[config.mk]
export PLATFORM = sky130hd
export DESIGN_NAME = ift_ctrl
export DESIGN_NICKNAME = d
export VERILOG_FILES = /design/src/rtl/ift_pkg.sv /design/src/rtl/ift_lfsr.sv /design/src/rtl/ift_rand_src.sv /design/src/rtl/ift_vec_rom.sv /design/src/rtl/ift_ctrl.sv
export SDC_FILE = /design/constraint.sdc
export NUM_CORES = 1
export LEC_CHECK = 0
export BUFFER_PORTS_ARGS = -buffer_cell sky130_fd_sc_hd__buf_2
export CAP_MARGIN = 20
export CELL_PAD_IN_SITES_DETAIL_PLACEMENT = 1
export CELL_PAD_IN_SITES_GLOBAL_PLACEMENT = 2
export CORE_MARGIN = 4
export CORE_UTILIZATION = 36
export CTS_CLUSTER_DIAMETER = 100
export DETAILED_ROUTE_END_ITERATION = 7
export PLACE_DENSITY_LB_ADDON = 0.2
export SETUP_SLACK_MARGIN = 0.2
export SLEW_MARGIN = 0
export SYNTH_ARGS = -nofsm -noshare
export SYNTH_HDL_FRONTEND = slang
export SYNTH_SLANG_ARGS = --single-unit
[constraint.sdc]
create_clock -name clk_i -period 3.4 [get_ports clk_i]
set_input_delay 0.51 -clock clk_i [delete_from_list [all_inputs] [get_ports clk_i]]
set_output_delay 0.51 -clock clk_i [all_outputs]
set_load 0.01 [all_outputs]
[src/rtl/ift_pkg.sv]
package ift_pkg;
  typedef enum logic [1:0] {
    ST_IDLE,
    ST_RST,
    ST_RUN,
    ST_DONE
  } ift_state_e;

  // deterministic sequence word for a given index
  function automatic logic [31:0] seq_word(input int unsigned idx);
    return 32'(idx * 32'd37 + 32'd17);
  endfunction

  // distinct, non-zero generator seed per vector bit
  function automatic logic [15:0] gen_seed(input int unsigned bit_idx);
    return (16'hACE1 + 16'(bit_idx * 32'h3C5)) | 16'h0001;
  endfunction
endpackage

[src/rtl/ift_lfsr.sv]
module ift_lfsr #(
  parameter int unsigned       W    = 16,
  parameter logic [W-1:0]      TAPS = 16'hB400,
  parameter logic [W-1:0]      SEED = 16'hACE1
) (
  input  logic         clk_i,
  input  logic         rst_ni,
  input  logic         load_i,
  input  logic         step_i,
  output logic [W-1:0] state_o
);
  logic [W-1:0] state_q;
  logic [W-1:0] state_nxt;

  // Galois form, shift toward lsb
  always_comb begin
    state_nxt = state_q >> 1;
    if (state_q[0]) state_nxt = state_nxt ^ TAPS;
  end

  always_ff @(posedge clk_i or negedge rst_ni) begin
    if (!rst_ni)     state_q <= SEED;
    else if (load_i) state_q <= SEED;
    else if (step_i) state_q <= state_nxt;
  end

  assign state_o = state_q;
endmodule

[src/rtl/ift_rand_src.sv]
module ift_rand_src #(
  parameter int unsigned VEC_W = 8,
  parameter int unsigned GEN_W = 16
) (
  input  logic             clk_i,
  input  logic             rst_ni,
  input  logic             load_i,
  input  logic             step_i,
  input  logic [GEN_W-1:0] thr_i,
  output logic [VEC_W-1:0] vec_o
);
  import ift_pkg::*;

  logic [GEN_W-1:0] thr_q;

  // threshold frozen for the whole test
  always_ff @(posedge clk_i or negedge rst_ni) begin
    if (!rst_ni)     thr_q <= '0;
    else if (load_i) thr_q <= thr_i;
  end

  for (genvar b = 0; b < VEC_W; b++) begin : g_bit
    logic [GEN_W-1:0] gen_val;

    ift_lfsr #(
      .W   (GEN_W),
      .TAPS(GEN_W'(16'hB400)),
      .SEED(GEN_W'(gen_seed(b)))
    ) u_gen (
      .clk_i  (clk_i),
      .rst_ni (rst_ni),
      .load_i (load_i),
      .step_i (step_i),
      .state_o(gen_val)
    );

    assign vec_o[b] = (gen_val <= thr_q);
  end
endmodule

[src/rtl/ift_vec_rom.sv]
module ift_vec_rom #(
  parameter int unsigned VEC_W = 8,
  parameter int unsigned DEPTH = 16,
  localparam int unsigned AW   = $clog2(DEPTH)
) (
  input  logic [AW-1:0]    addr_i,
  output logic [VEC_W-1:0] data_o
);
  import ift_pkg::*;

  logic [VEC_W-1:0] rom_mem [DEPTH];

  for (genvar g = 0; g < DEPTH; g++) begin : g_word
    assign rom_mem[g] = VEC_W'(seq_word(g));
  end

  assign data_o = rom_mem[addr_i];
endmodule

[src/rtl/ift_ctrl.sv]
module ift_ctrl #(
  parameter int unsigned VEC_W   = 8,
  parameter int unsigned OUT_W   = 8,
  parameter int unsigned LAT_W   = 16,
  parameter int unsigned GEN_W   = 16,
  parameter int unsigned DEPTH   = 16,
  parameter int unsigned RST_CYC = 2
) (
  input  logic             clk_i,
  input  logic             rst_ni,
  input  logic             start_i,
  input  logic             mode_i,
  input  logic [GEN_W-1:0] prob_thr_i,
  input  logic [LAT_W-1:0] pass_len_i,
  input  logic [OUT_W-1:0] cut_out_i,
  input  logic [OUT_W-1:0] ref_out_i,
  output logic             unit_rst_no,
  output logic             vec_valid_o,
  output logic [VEC_W-1:0] vec_o,
  output logic             done_o,
  output logic             faulty_o,
  output logic [LAT_W-1:0] latency_o
);
  import ift_pkg::*;

  localparam int unsigned AW  = $clog2(DEPTH);
  localparam int unsigned RCW = $clog2(RST_CYC + 1);

  ift_state_e       state_q;
  logic [RCW-1:0]   rst_cnt_q;
  logic [LAT_W-1:0] step_q;
  logic [LAT_W-1:0] step_inc;
  logic [LAT_W-1:0] plen_q;
  logic             mode_q;
  logic             faulty_q;
  logic [LAT_W-1:0] lat_q;
  logic             arm;
  logic             running;
  logic             mismatch;
  logic [VEC_W-1:0] rom_vec;
  logic [VEC_W-1:0] rnd_vec;

  assign arm      = (state_q == ST_IDLE) && start_i;
  assign running  = (state_q == ST_RUN);
  assign mismatch = running && (cut_out_i != ref_out_i);
  assign step_inc = step_q + 1'b1;

  always_ff @(posedge clk_i or negedge rst_ni) begin
    if (!rst_ni) begin
      state_q   <= ST_IDLE;
      rst_cnt_q <= '0;
      step_q    <= '0;
      plen_q    <= '0;
      mode_q    <= 1'b0;
      faulty_q  <= 1'b0;
      lat_q     <= '0;
    end else begin
      unique case (state_q)
        ST_IDLE: begin
          if (start_i) begin
            state_q   <= ST_RST;
            rst_cnt_q <= '0;
            mode_q    <= mode_i;
            plen_q    <= pass_len_i;
            faulty_q  <= 1'b0;
            lat_q     <= '0;
          end
        end
        ST_RST: begin
          if (rst_cnt_q == RCW'(RST_CYC - 1)) begin
            step_q  <= '0;
            state_q <= (plen_q == '0) ? ST_DONE : ST_RUN;
          end else begin
            rst_cnt_q <= rst_cnt_q + 1'b1;
          end
        end
        ST_RUN: begin
          if (mismatch) begin
            faulty_q <= 1'b1;
            lat_q    <= step_inc;
            state_q  <= ST_DONE;
          end else if (step_inc == plen_q) begin
            lat_q   <= plen_q;
            state_q <= ST_DONE;
          end else begin
            step_q <= step_inc;
          end
        end
        ST_DONE: state_q <= ST_IDLE;
        default: state_q <= ST_IDLE;
      endcase
    end
  end

  ift_vec_rom #(
    .VEC_W(VEC_W),
    .DEPTH(DEPTH)
  ) u_rom (
    .addr_i(step_q[AW-1:0]),
    .data_o(rom_vec)
  );

  ift_rand_src #(
    .VEC_W(VEC_W),
    .GEN_W(GEN_W)
  ) u_rnd (
    .clk_i (clk_i),
    .rst_ni(rst_ni),
    .load_i(arm),
    .step_i(running),
    .thr_i (prob_thr_i),
    .vec_o (rnd_vec)
  );

  assign unit_rst_no = (state_q != ST_RST);
  assign vec_valid_o = running;
  assign vec_o       = mode_q ? rnd_vec : rom_vec;
  assign done_o      = (state_q == ST_DONE);
  assign faulty_o    = faulty_q;
  assign latency_o   = lat_q;
endmodule

==> results.toml <==
[logic_synthesis]
netlist_instances = 1348
synth-edff-count = 0
yosys_register_bits = 198
ys_seq_area_share_pct = 39.3
syn-cell-area_mm2 = 0.0129
synthArstFlopShare_pct = 100
ys.flop_type = "dfrtp_1"
avgSynthCellArea_um2 = 9.54
ys_warn_count = 0
synth_nets = 1541
synth_cell_types = 70

[floorplan]
pin_count = 80
num_rows = 68
initial_core_util_pct = 36.9
dieArea_mm2 = 0.0388
die_x_um = 197
die_h_um = 197
coreArea_mm2 = 0.0349

[clocking]
clk_latency_ns = 0.46
cts_tree = "yes"
cts_buffers = 17
clk_root_buffer_cell = "clkbuf_16"
clkTransAtPathRegs_ns = 0.08
clock_sinks = 198
cts_buffer_depth = 2
h-tree-depth = 4

[sta]
setup_viol = 0
timing.slew.headroom_pct = 31.6
max_freq_mhz = 314
hold_viol_final = 0
layout_worst_path_cycle_share_pct = 93.7
worstMarginPinSlew_ns = 1.03
fin_tns_setup_ns = 0
fin_worst_skew_ns = 0.0104
finalWorstSetupSlack_ns = 0.214
rsz0062_at_grt = "true"
maxSlewViolCount = 0
fin_crit_ns = 3.19

[worst_setup_path]
path_cells = "ha_4 > nand4_4 > or4_4 > xnor2_2 > mux2i_4 > nand4b_4 > or4_4 > a21oi_4 > buf_12 > buf_12 > mux2_4"
critPathMaxFanout = 9
endpoint_kind = "flop"
r2r_cells = 11
cp-startpoint = "step_q[1]"
arrival_ns = 3.53
path_buf_inv = 2
timing.rr.end = "latency_o[11]"
reg2reg_setup_slack_ns = 0.21
path_delay_family = "simple AND/OR/NAND/NOR gates"
endpoint = "latency_o[11]"
critical_path_class = "flop to flop"
slowest_delay_ns = 0.57
r2r-start = "step_q[1]"
slowest_stage = "or4_4"
cp-start-kind = "flop"
path_depth = 11
required_ns = 3.74

[grt]
overflow = 0
track_usage_pct = 20.9
grt_pass1_vias = 11000
grt_max_degree = 102
antenna_found_initial = 0
grt_pass1_wl_mm = 63.5

[placement]
post-place-cells = 1870
gp_congestion = 0.846
io_buffers = 79
dp_slack_ns = 0.0989
dp_hpwl_mm = 28.2
placed_cell_area_mm2 = 0.0141

[min_path]
hp-class = "input port to asynchronous set/reset pin"

[finish]
postLayoutCellArea_mm2 = 0.0154
fin_nets = 1657
final_cells = 1932
antenna_cells = 0
syn_to_final_growth_pct = 19.7
final_layout_size_suffix_gt1_share_pct = 25.5

[routing]
via_per_inst = 5.43
routed_wl_mm = 40.2
vias = 10500
drt_first_pass_iters = 4
drtAntennaViolNets = 0
drc = 0
drt-wirelength-per-cell_um = 20.8
drt-initial-drc-count = 353

[flow_run]
drv_cap = 0

[pwr]
pwr-share-comb_pct = 55.8
p_per_area_mw_per_mm2 = 997
p_seq_share_pct = 30.3
sw_frac_of_total_pct = 43.9
switchingPower_uw = 6740
p_int_uw = 8610
p_leak_uw = 0.00684
peakVddDrop_v = 0.000488
clkPwrFrac_pct = 13.9

[run_status]
status = "finished clean"
-- power groups by stage --
stage | Combinational [uW] | Sequential [uW] | Clock [uW]
CTS | 8140 | 4630 | 2220
finish | 8560 | 4640 | 2140
global route | 9700 | 4780 | 2290
detailed placement | 7770 | 4660 | 0
floorplan | 5540 | 4190 | 0
global placement | 7510 | 4630 | 0
-- cells by family (layout without fill, tap and decap cells) --
| kind of cell | count (synthesis) | count (layout) | share of synthesized area [%] |
|---|---|---|---|
| XOR/XNOR | 57 | 57 | 4.52 |
| adder cells (fa/ha/maj) | 141 | 141 | 13.7 |
| multiplexers | 122 | 122 | 10.1 |
| buffers and inverters | 128 | 257 | 3.90 |
| AND/OR/NAND/NOR | 441 | 441 | 15.8 |
| flip-flops | 198 | 198 | 39.3 |
| AO/OA/AOI/OAI | 261 | 261 | 12.8 |
-- sequential cells by signal, indices dropped and copies added (netlist names) --
name and flops:
faulty_o 1, u_rnd.thr_q 16, rst_cnt_q 2, u_rnd.g_bit.u_gen.state_o 128, mode_q 1, plen_q 16
step_q 16, state_q 2, latency_o 16
-- how the worst min path moves through the flow --
stage / slack (ns) / from / cells past startpoint / to
after global routing: 0.23 / pass_len_i[7] / 3 / plen_q[7]
final: 0.1 / rst_ni / 1 / u_rnd.g_bit[5].u_gen.state_o[14]
after global placement: 0.49 / latency_o[11] / 1 / latency_o[11]
after floorplan: 0.21 / rst_ni / 0 / faulty_o
after CTS: 0.21 / pass_len_i[12] / 3 / plen_q[12]
after detailed placement: 0.50 / latency_o[9] / 1 / latency_o[9]
-- synth_stat cells, types with 6 or more instances --
cell,instances,area share (%)
xnor3_1,6,1.1
nor3_1,14,0.54
dfrtp_1,122,24
o22ai_1,8,0.39
mux2i_1,106,8.2
a21o_1,23,1.3
a21oi_1,58,2.3
xor2_1,31,2.1
nor2_1,121,3.5
mux2_2,8,0.70
nand2_1,181,5.3
ha_1,141,14
a211oi_1,29,1.7
nor4_1,14,0.68
nand4_1,29,1.4
nand2b_1,7,0.34
o211ai_1,14,0.82
nand3_1,27,1.1
and3_1,6,0.29
nor2b_1,13,0.63
o21ai_0,82,3.2
buf_1,10,0.29
dfstp_2,76,16
xnor2_1,20,1.4
clkbuf_1,61,1.8
inv_1,51,1.5
a31oi_1,6,0.29
o221ai_1,6,0.41
-- metal layers --
metal | vias up | share of wire (%) | track usage [%]
li1 | 5013 | - | -
met1 | 5362 | 46 | 27.2
met2 | 92 | 50 | 36.8
met3 | 27 | 2.2 | 3.17
met4 | 0 | 1.2 | 4.49
met5 | - | 0 | 0
-- stage by stage --
stage | hold WS (ns) | utilization [%] | total power [uW]
2_1_floorplan | 0.214 | - | 9730
3_3_place_gp | 0.494 | 40.5 | 12100
3_5_place_dp | 0.500 | 40.5 | 12400
4_1_cts | 0.211 | 43.0 | 15000
5_1_grt | 0.225 | 44.1 | 16800
6_report | 0.0969 | 44.1 | 15300
-- cells in the final DEF, fill, tap and decap left out, types with 31 or more instances in the layout --
cell     count
nand2_1    180
ha_1       130
nor2_1     118
dfrtp_1    115
mux2i_1    106
buf_4       78
buf_2       77
dfstp_2     76
o21ai_0     66
a21oi_1     51
inv_1       45
xor2_1      31
-- cell type report --
type | instances | area (um^2)
tap | 455 | 569
clock buffer | 21 | 482
fill | 3984 | 19500
timing repair buffer | 173 | 1250
sequential | 198 | 5060
multi-input combinational | 1022 | 7710
clock inverter | 11 | 120
inverter | 52 | 205
-- repair_timing --
item                       CTS  global route
hold buffers                 0             0
setup buffers               18            12
setup endpoints to repair   19            38
pin swaps                   16            39
gates resized for setup     29            70
Power figures use the tool's default switching activity.
